`src/rtl/strip_pkg.sv`:
```
package strip_pkg;

  typedef enum logic [1:0] {
    W_PAIR  = 2'd0,
    W_CHIP  = 2'd1,
    W_TRAIL = 2'd2,
    W_BAD   = 2'd3
  } wkind_e;

  typedef enum logic [1:0] {
    S_WAIT   = 2'd0,
    S_NOCHIP = 2'd1,
    S_CHIP   = 2'd2
  } pstate_e;

endpackage

```
`src/rtl/strip_word_classify.sv`:
```
module strip_word_classify #(
  parameter int                 WORD_W     = 16,
  parameter logic [WORD_W/2-1:0] TRAIL_BYTE = 8'hC0
) (
  input  logic [WORD_W-1:0] word,
  output strip_pkg::wkind_e kind
);
  localparam int BYTE_W = WORD_W / 2;

  logic [BYTE_W-1:0] hi;
  logic [BYTE_W-1:0] lo;

  assign hi = word[WORD_W-1 -: BYTE_W];
  assign lo = word[BYTE_W-1:0];

  always_comb begin
    if (hi == TRAIL_BYTE && lo == TRAIL_BYTE)
      kind = strip_pkg::W_TRAIL;
    else if (hi[BYTE_W-1] && hi != TRAIL_BYTE && lo == '0)
      kind = strip_pkg::W_CHIP;
    else if (hi[BYTE_W-1])
      kind = strip_pkg::W_BAD;
    else
      kind = strip_pkg::W_PAIR;
  end
endmodule

```
`src/rtl/strip_frame_ctrl.sv`:
```
module strip_frame_ctrl #(
  parameter int WORD_W = 16
) (
  input  logic                 clk,
  input  logic                 rst_n,
  input  logic                 take,
  input  logic                 sof,
  input  strip_pkg::wkind_e    kind,
  input  logic [WORD_W-1:0]    word,
  output logic [WORD_W-1:0]    hdr_q,
  output logic [WORD_W/2-1:0]  chip_q,
  output logic                 emit,
  output logic                 trail,
  output logic                 err
);
  localparam int BYTE_W = WORD_W / 2;

  strip_pkg::pstate_e st_q, st_d;
  logic               hdr_en;
  logic               chip_en;

  always_comb begin
    st_d    = st_q;
    hdr_en  = 1'b0;
    chip_en = 1'b0;
    emit    = 1'b0;
    trail   = 1'b0;
    err     = 1'b0;
    if (take) begin
      if (sof) begin
        hdr_en = 1'b1;
        st_d   = strip_pkg::S_NOCHIP;
      end else if (st_q != strip_pkg::S_WAIT) begin
        case (kind)
          strip_pkg::W_TRAIL: begin
            trail = 1'b1;
            st_d  = strip_pkg::S_WAIT;
          end
          strip_pkg::W_CHIP: begin
            chip_en = 1'b1;
            st_d    = strip_pkg::S_CHIP;
          end
          strip_pkg::W_BAD: err = 1'b1;
          default: begin
            if (st_q == strip_pkg::S_CHIP) emit = 1'b1;
            else                           err  = 1'b1;
          end
        endcase
      end
    end
  end

  always_ff @(posedge clk or negedge rst_n) begin
    if (!rst_n) begin
      st_q   <= strip_pkg::S_WAIT;
      hdr_q  <= '0;
      chip_q <= '0;
    end else begin
      st_q <= st_d;
      if (hdr_en)  hdr_q  <= word;
      if (chip_en) chip_q <= word[WORD_W-1 -: BYTE_W];
    end
  end
endmodule

```
`src/rtl/strip_record_out.sv`:
```
module strip_record_out #(
  parameter int CHAN_W = 7,
  parameter int ADC_W  = 8,
  parameter int CHIP_W = 8,
  parameter int HDI_W  = 3
) (
  input  logic              clk,
  input  logic              rst_n,
  input  logic              emit,
  input  logic              trail,
  input  logic              err,
  input  logic [HDI_W-1:0]  hdi_in,
  input  logic [CHIP_W-1:0] chip_in,
  input  logic [CHAN_W-1:0] chan_in,
  input  logic [ADC_W-1:0]  adc_in,
  output logic              ready,
  output logic              rec_valid,
  output logic [HDI_W-1:0]  rec_hdi,
  output logic [CHIP_W-1:0] rec_chip,
  output logic [CHAN_W-1:0] rec_chan,
  output logic [ADC_W-1:0]  rec_adc,
  output logic              eoe,
  output logic              fmt_err
);
  logic fmt_d;

  always_comb fmt_d = fmt_err | err;

  always_ff @(posedge clk or negedge rst_n) begin
    if (!rst_n) begin
      ready     <= 1'b0;
      rec_valid <= 1'b0;
      rec_hdi   <= '0;
      rec_chip  <= '0;
      rec_chan  <= '0;
      rec_adc   <= '0;
      eoe       <= 1'b0;
      fmt_err   <= 1'b0;
    end else begin
      ready     <= 1'b1;
      rec_valid <= emit;
      eoe       <= trail;
      fmt_err   <= fmt_d;
      if (emit) begin
        rec_hdi  <= hdi_in;
        rec_chip <= chip_in;
        rec_chan <= chan_in;
        rec_adc  <= adc_in;
      end
    end
  end
endmodule

```
`src/rtl/strip_stream_parser.sv`:
```
module strip_stream_parser #(
  parameter int                  WORD_W     = 16,
  parameter int                  HDI_W      = 3,
  parameter int                  DL_W       = 3,
  parameter logic [WORD_W/2-1:0] TRAIL_BYTE = 8'hC0
) (
  input  logic                 clk,
  input  logic                 rst_n,
  input  logic                 in_valid,
  output logic                 in_ready,
  input  logic                 in_sof,
  input  logic [WORD_W-1:0]    in_word,
  output logic                 rec_valid,
  output logic [HDI_W-1:0]     rec_hdi,
  output logic [WORD_W/2-1:0]  rec_chip,
  output logic [WORD_W/2-2:0]  rec_chan,
  output logic [WORD_W/2-1:0]  rec_adc,
  output logic                 eoe,
  output logic                 fmt_err,
  output logic [WORD_W/2-1:0]  hdr_seq_id,
  output logic [DL_W-1:0]      hdr_dl_status,
  output logic                 hdr_nosync,
  output logic                 hdr_parity_err,
  output logic [HDI_W-1:0]     hdr_hdi
);
  localparam int BYTE_W = WORD_W / 2;
  localparam int CHAN_W = BYTE_W - 1;
  localparam int NS_BIT = HDI_W + 1;
  localparam int PE_BIT = HDI_W;

  strip_pkg::wkind_e   kind;
  logic                take;
  logic [WORD_W-1:0]   hdr_q;
  logic [BYTE_W-1:0]   chip_q;
  logic                emit;
  logic                trail;
  logic                err;

  assign take = in_valid & in_ready;

  strip_word_classify #(.WORD_W(WORD_W), .TRAIL_BYTE(TRAIL_BYTE)) u_classify (
    .word (in_word),
    .kind (kind)
  );

  strip_frame_ctrl #(.WORD_W(WORD_W)) u_ctrl (
    .clk    (clk),
    .rst_n  (rst_n),
    .take   (take),
    .sof    (in_sof),
    .kind   (kind),
    .word   (in_word),
    .hdr_q  (hdr_q),
    .chip_q (chip_q),
    .emit   (emit),
    .trail  (trail),
    .err    (err)
  );

  strip_record_out #(
    .CHAN_W (CHAN_W),
    .ADC_W  (BYTE_W),
    .CHIP_W (BYTE_W),
    .HDI_W  (HDI_W)
  ) u_out (
    .clk       (clk),
    .rst_n     (rst_n),
    .emit      (emit),
    .trail     (trail),
    .err       (err),
    .hdi_in    (hdr_q[HDI_W-1:0]),
    .chip_in   (chip_q),
    .chan_in   (in_word[WORD_W-2 -: CHAN_W]),
    .adc_in    (in_word[BYTE_W-1:0]),
    .ready     (in_ready),
    .rec_valid (rec_valid),
    .rec_hdi   (rec_hdi),
    .rec_chip  (rec_chip),
    .rec_chan  (rec_chan),
    .rec_adc   (rec_adc),
    .eoe       (eoe),
    .fmt_err   (fmt_err)
  );

  assign hdr_seq_id     = hdr_q[WORD_W-1 -: BYTE_W];
  assign hdr_dl_status  = hdr_q[BYTE_W-1 -: DL_W];
  assign hdr_nosync     = hdr_q[NS_BIT];
  assign hdr_parity_err = hdr_q[PE_BIT];
  assign hdr_hdi        = hdr_q[HDI_W-1:0];
endmodule

```
`config.mk`:
```
export PLATFORM = sky130hd
export DESIGN_NAME = strip_stream_parser
export DESIGN_NICKNAME = d
export VERILOG_FILES = /design/src/rtl/strip_pkg.sv /design/src/rtl/strip_word_classify.sv /design/src/rtl/strip_frame_ctrl.sv /design/src/rtl/strip_record_out.sv /design/src/rtl/strip_stream_parser.sv
export SDC_FILE = /design/constraint.sdc
export NUM_CORES = 1
export LEC_CHECK = 0
export BUFFER_PORTS_ARGS = -buffer_cell sky130_fd_sc_hd__buf_2
export CAP_MARGIN = 20
export CORE_UTILIZATION = 52
export DETAILED_ROUTE_END_ITERATION = 10
export PLACE_DENSITY = 0.81
export SYNTH_ARGS = -nofsm -noshare
export SYNTH_HDL_FRONTEND = slang
export SYNTH_SLANG_ARGS = --single-unit
```
`constraint.sdc`:
```
create_clock -name clk -period 2.7 [get_ports clk]
set_input_delay 0.135 -clock clk [delete_from_list [all_inputs] [get_ports clk]]
set_output_delay 0.135 -clock clk [all_outputs]
set_load 0.02 [all_outputs]
```
==> run summary <==
Synthesized flop and latch total: 56
Setup crit start: u_out.ready
Static Leak: 1.48 nW
PortBufs: 65
Share of the synthesized area in the top cell type: 64.6%
Post-synthesis sequential area ratio: 64.6%
Global Route Usage Sum: 20.6%
CTS tree: done
Residual DRC: 0
DR vias/cell: 5.36
Fin Setup TNS: 0 ns
Total power: 1.58 mW
Top cell type by total area after synthesis: dfrtp_1
Chip width: 66.6 um
Detailed-placement wirelength estimate: 3050 um
I/O Pins: 66
Mapped Nets: 159
# Max-Cap Violations: 0
Worst-Skew Late Latency: 0.30 ns
Worst R2R End: u_ctrl.chip_q[2]
Largest net degree at the start of global routing: 35
Die ar.: 4430 um2
Vias: 1400
Unrepaired setup endpoints after global routing: false
Num CTS Buffers: 5
Outcome: completed
Die Span Y: 66.6 um
Antenna Nets Post-Route: 0
Final period utilization: 73.5%
Worst R2R Start: u_out.ready
WS Path Type: reg2reg
Avg Cell Area, Syn: 15.6 um2
Fmax: 504 MHz
Yosys Warn Count: 0
Worst VDD drop: 0.358 mV
Min Tclk post-route: 1.98 ns
N_diodes: 0
Routed length per instance: 15.7 um
Worst-path fanout max: 8
Area growth from synthesis to layout: 22.8%
Worst path slowest cell: or4_1
Antenna violations before repair: 0
CP Cell Sequence: nand2_1 > or2_2 > or4_1 > mux2_4
Worst hold path depth: 2
CP startpoint kind: flip-flop
Row cnt: 23
WHS: 0.0893 ns
Yosys cell types: 23
Final wirelength: 4090 um
First-pass GRT wire length: 6450 um
Number of H-tree levels: 2
CTS Sinks: 56
DRT Pass-1 Iters: 4
Hold Path Origin: in_word[5]
Fin. max-slew vios: 0
Final setup fails: 0
DRT iter0 DRCs: 103
Root Buffer Master: clkbuf_8
Hold EP: u_ctrl.hdr_q[5]
Clock tree buffer depth: 2
Fin util: 66.6%
Worst-margin pin slew: 0.732 ns
CP peak stage delay: 0.75 ns
Total core area: 4000 um2
Post-CTS setup buffer count: 0
Hold Fails Final Rpt: 0
HP Class: in2reg
Layout cell share with drive strength beyond 1: 59.2%
Total congestion overflow: 0
Worst r2r path cells: 4
Reg2reg setup slack: 0.72 ns
P per Cell Area: 594 nW/um2
Largest cells by area after synthesis: dfrtp_1 65%, mux2_2 21%, mux2_4 4.8%
Routability cong.: 0.934
Initial Utilization: 54.2%
Final instance area: 2660 um2
Worst Path Arrival: 2.18 ns
Number of global-route vias before repair: 1431
Cell Area, Synth: 2170 um2
Clock transition at the registers of the reported paths: 0.08 ns
Worst Setup End Kind: flip-flop
Cell count after synthesis: 139
DP Area: 2560 um2
Clock skew: 0.00372 ns
Worst rel slew slack: 49.9%
Worst Path Required: 2.90 ns
Final-stage net count: 231
-- what timing repair did --
item / in CTS / in global routing
endpoints found under the hold margin: 33 / 0
hold buffers: 1 / 0
gates resized for setup: 0 / 0
-- stage by stage --
step                setup WS [ns]  cells
global route                0.650    261
detailed placement          0.700    253
global placement            0.734    253
floorplan                   0.764    139
CTS                         0.716    261
finish                      0.715    261
-- critical path, delay by kind of cell, from the launching register on --
family           cells  cell delay (ns)
muxes                1             0.37
and+or+nand+nor      3             1.13
DFF                  1             0.37
-- kinds of logic after synthesis --
kind of cell    share of synthesized area, %
flops                                   64.6
other cells                            0.173
buf+inv                                 1.73
simple gates                            4.67
mux                                     26.6
compound gates                          2.19
-- cell usage after synthesis --
cell type and number:
dfrtp_1 56, nor2_1 3, or3_2 1, mux2_2 41, a21oi_1 2, mux2i_1 1
o21ai_0 2, inv_1 4, o31ai_1 1, nand3_1 1, nand2_1 4, nor4bb_1 1
clkbuf_1 3, mux2_4 7, nand4_1 2, a2111oi_0 1, conb_1 1, a2111o_1 1
buf_6 1, or2b_1 1, or2_2 1, or4_1 1, nor4_1 3
-- flip-flops by register name, indices dropped and copies added, names as in the netlist --
signal           flops
u_ctrl.st_q          2
u_out.rec_chan       7
u_out.eoe            1
u_ctrl.chip_q        8
u_out.fmt_err        1
u_out.rec_valid      1
u_ctrl.hdr_q        16
u_out.ready          1
u_out.rec_adc        8
u_out.rec_hdi        3
u_out.rec_chip       8
-- worst max-delay path by stage --
stage                  endpoint  cells past startpoint  slack [ns]
4_1_cts        u_ctrl.chip_q[2]                      4        0.72
6_report       u_ctrl.chip_q[2]                      4        0.72
3_5_place_dp   u_ctrl.chip_q[0]                      5        0.70
3_3_place_gp   u_ctrl.chip_q[2]                      5        0.73
2_1_floorplan  u_ctrl.chip_q[0]                      5        0.76
5_1_grt        u_ctrl.chip_q[2]                      4        0.65
-- power by group --
group	total (mW)	switching, mW	leakage, nW	internal [mW]
Clock	0.467	0.238	0.0503	0.228
Sequential	0.908	0.0238	0.736	0.885
Combinational	0.207	0.125	0.693	0.0814
-- final cells by class --
cell class | count | area [um2]
sequential | 56 | 1400
fill | 294 | 1340
multi-input combinational | 75 | 729
timing repair buffer | 69 | 358
clock buffer | 7 | 96.3
tap | 50 | 62.6
inverter | 4 | 15.0
-- cells in the final DEF, fill, tap and decap left out, types with 2 or more instances in the layout --
cell type	n
buf_2	65
dfrtp_1	56
a21oi_1	2
mux2_2	41
clkbuf_8	7
nor2_1	3
nand4_1	2
inv_1	4
nor4_1	3
nand2_1	4
buf_4	3
o21ai_0	2
mux2_4	7
-- per-layer routing --
metal	part of all wire (%)	global-route usage [%]
met3	6.3	5.14
met2	50	34.8
met1	42	23.7
met5	0	0
met4	1.5	11.2
(Power assumes the default switching activity.)
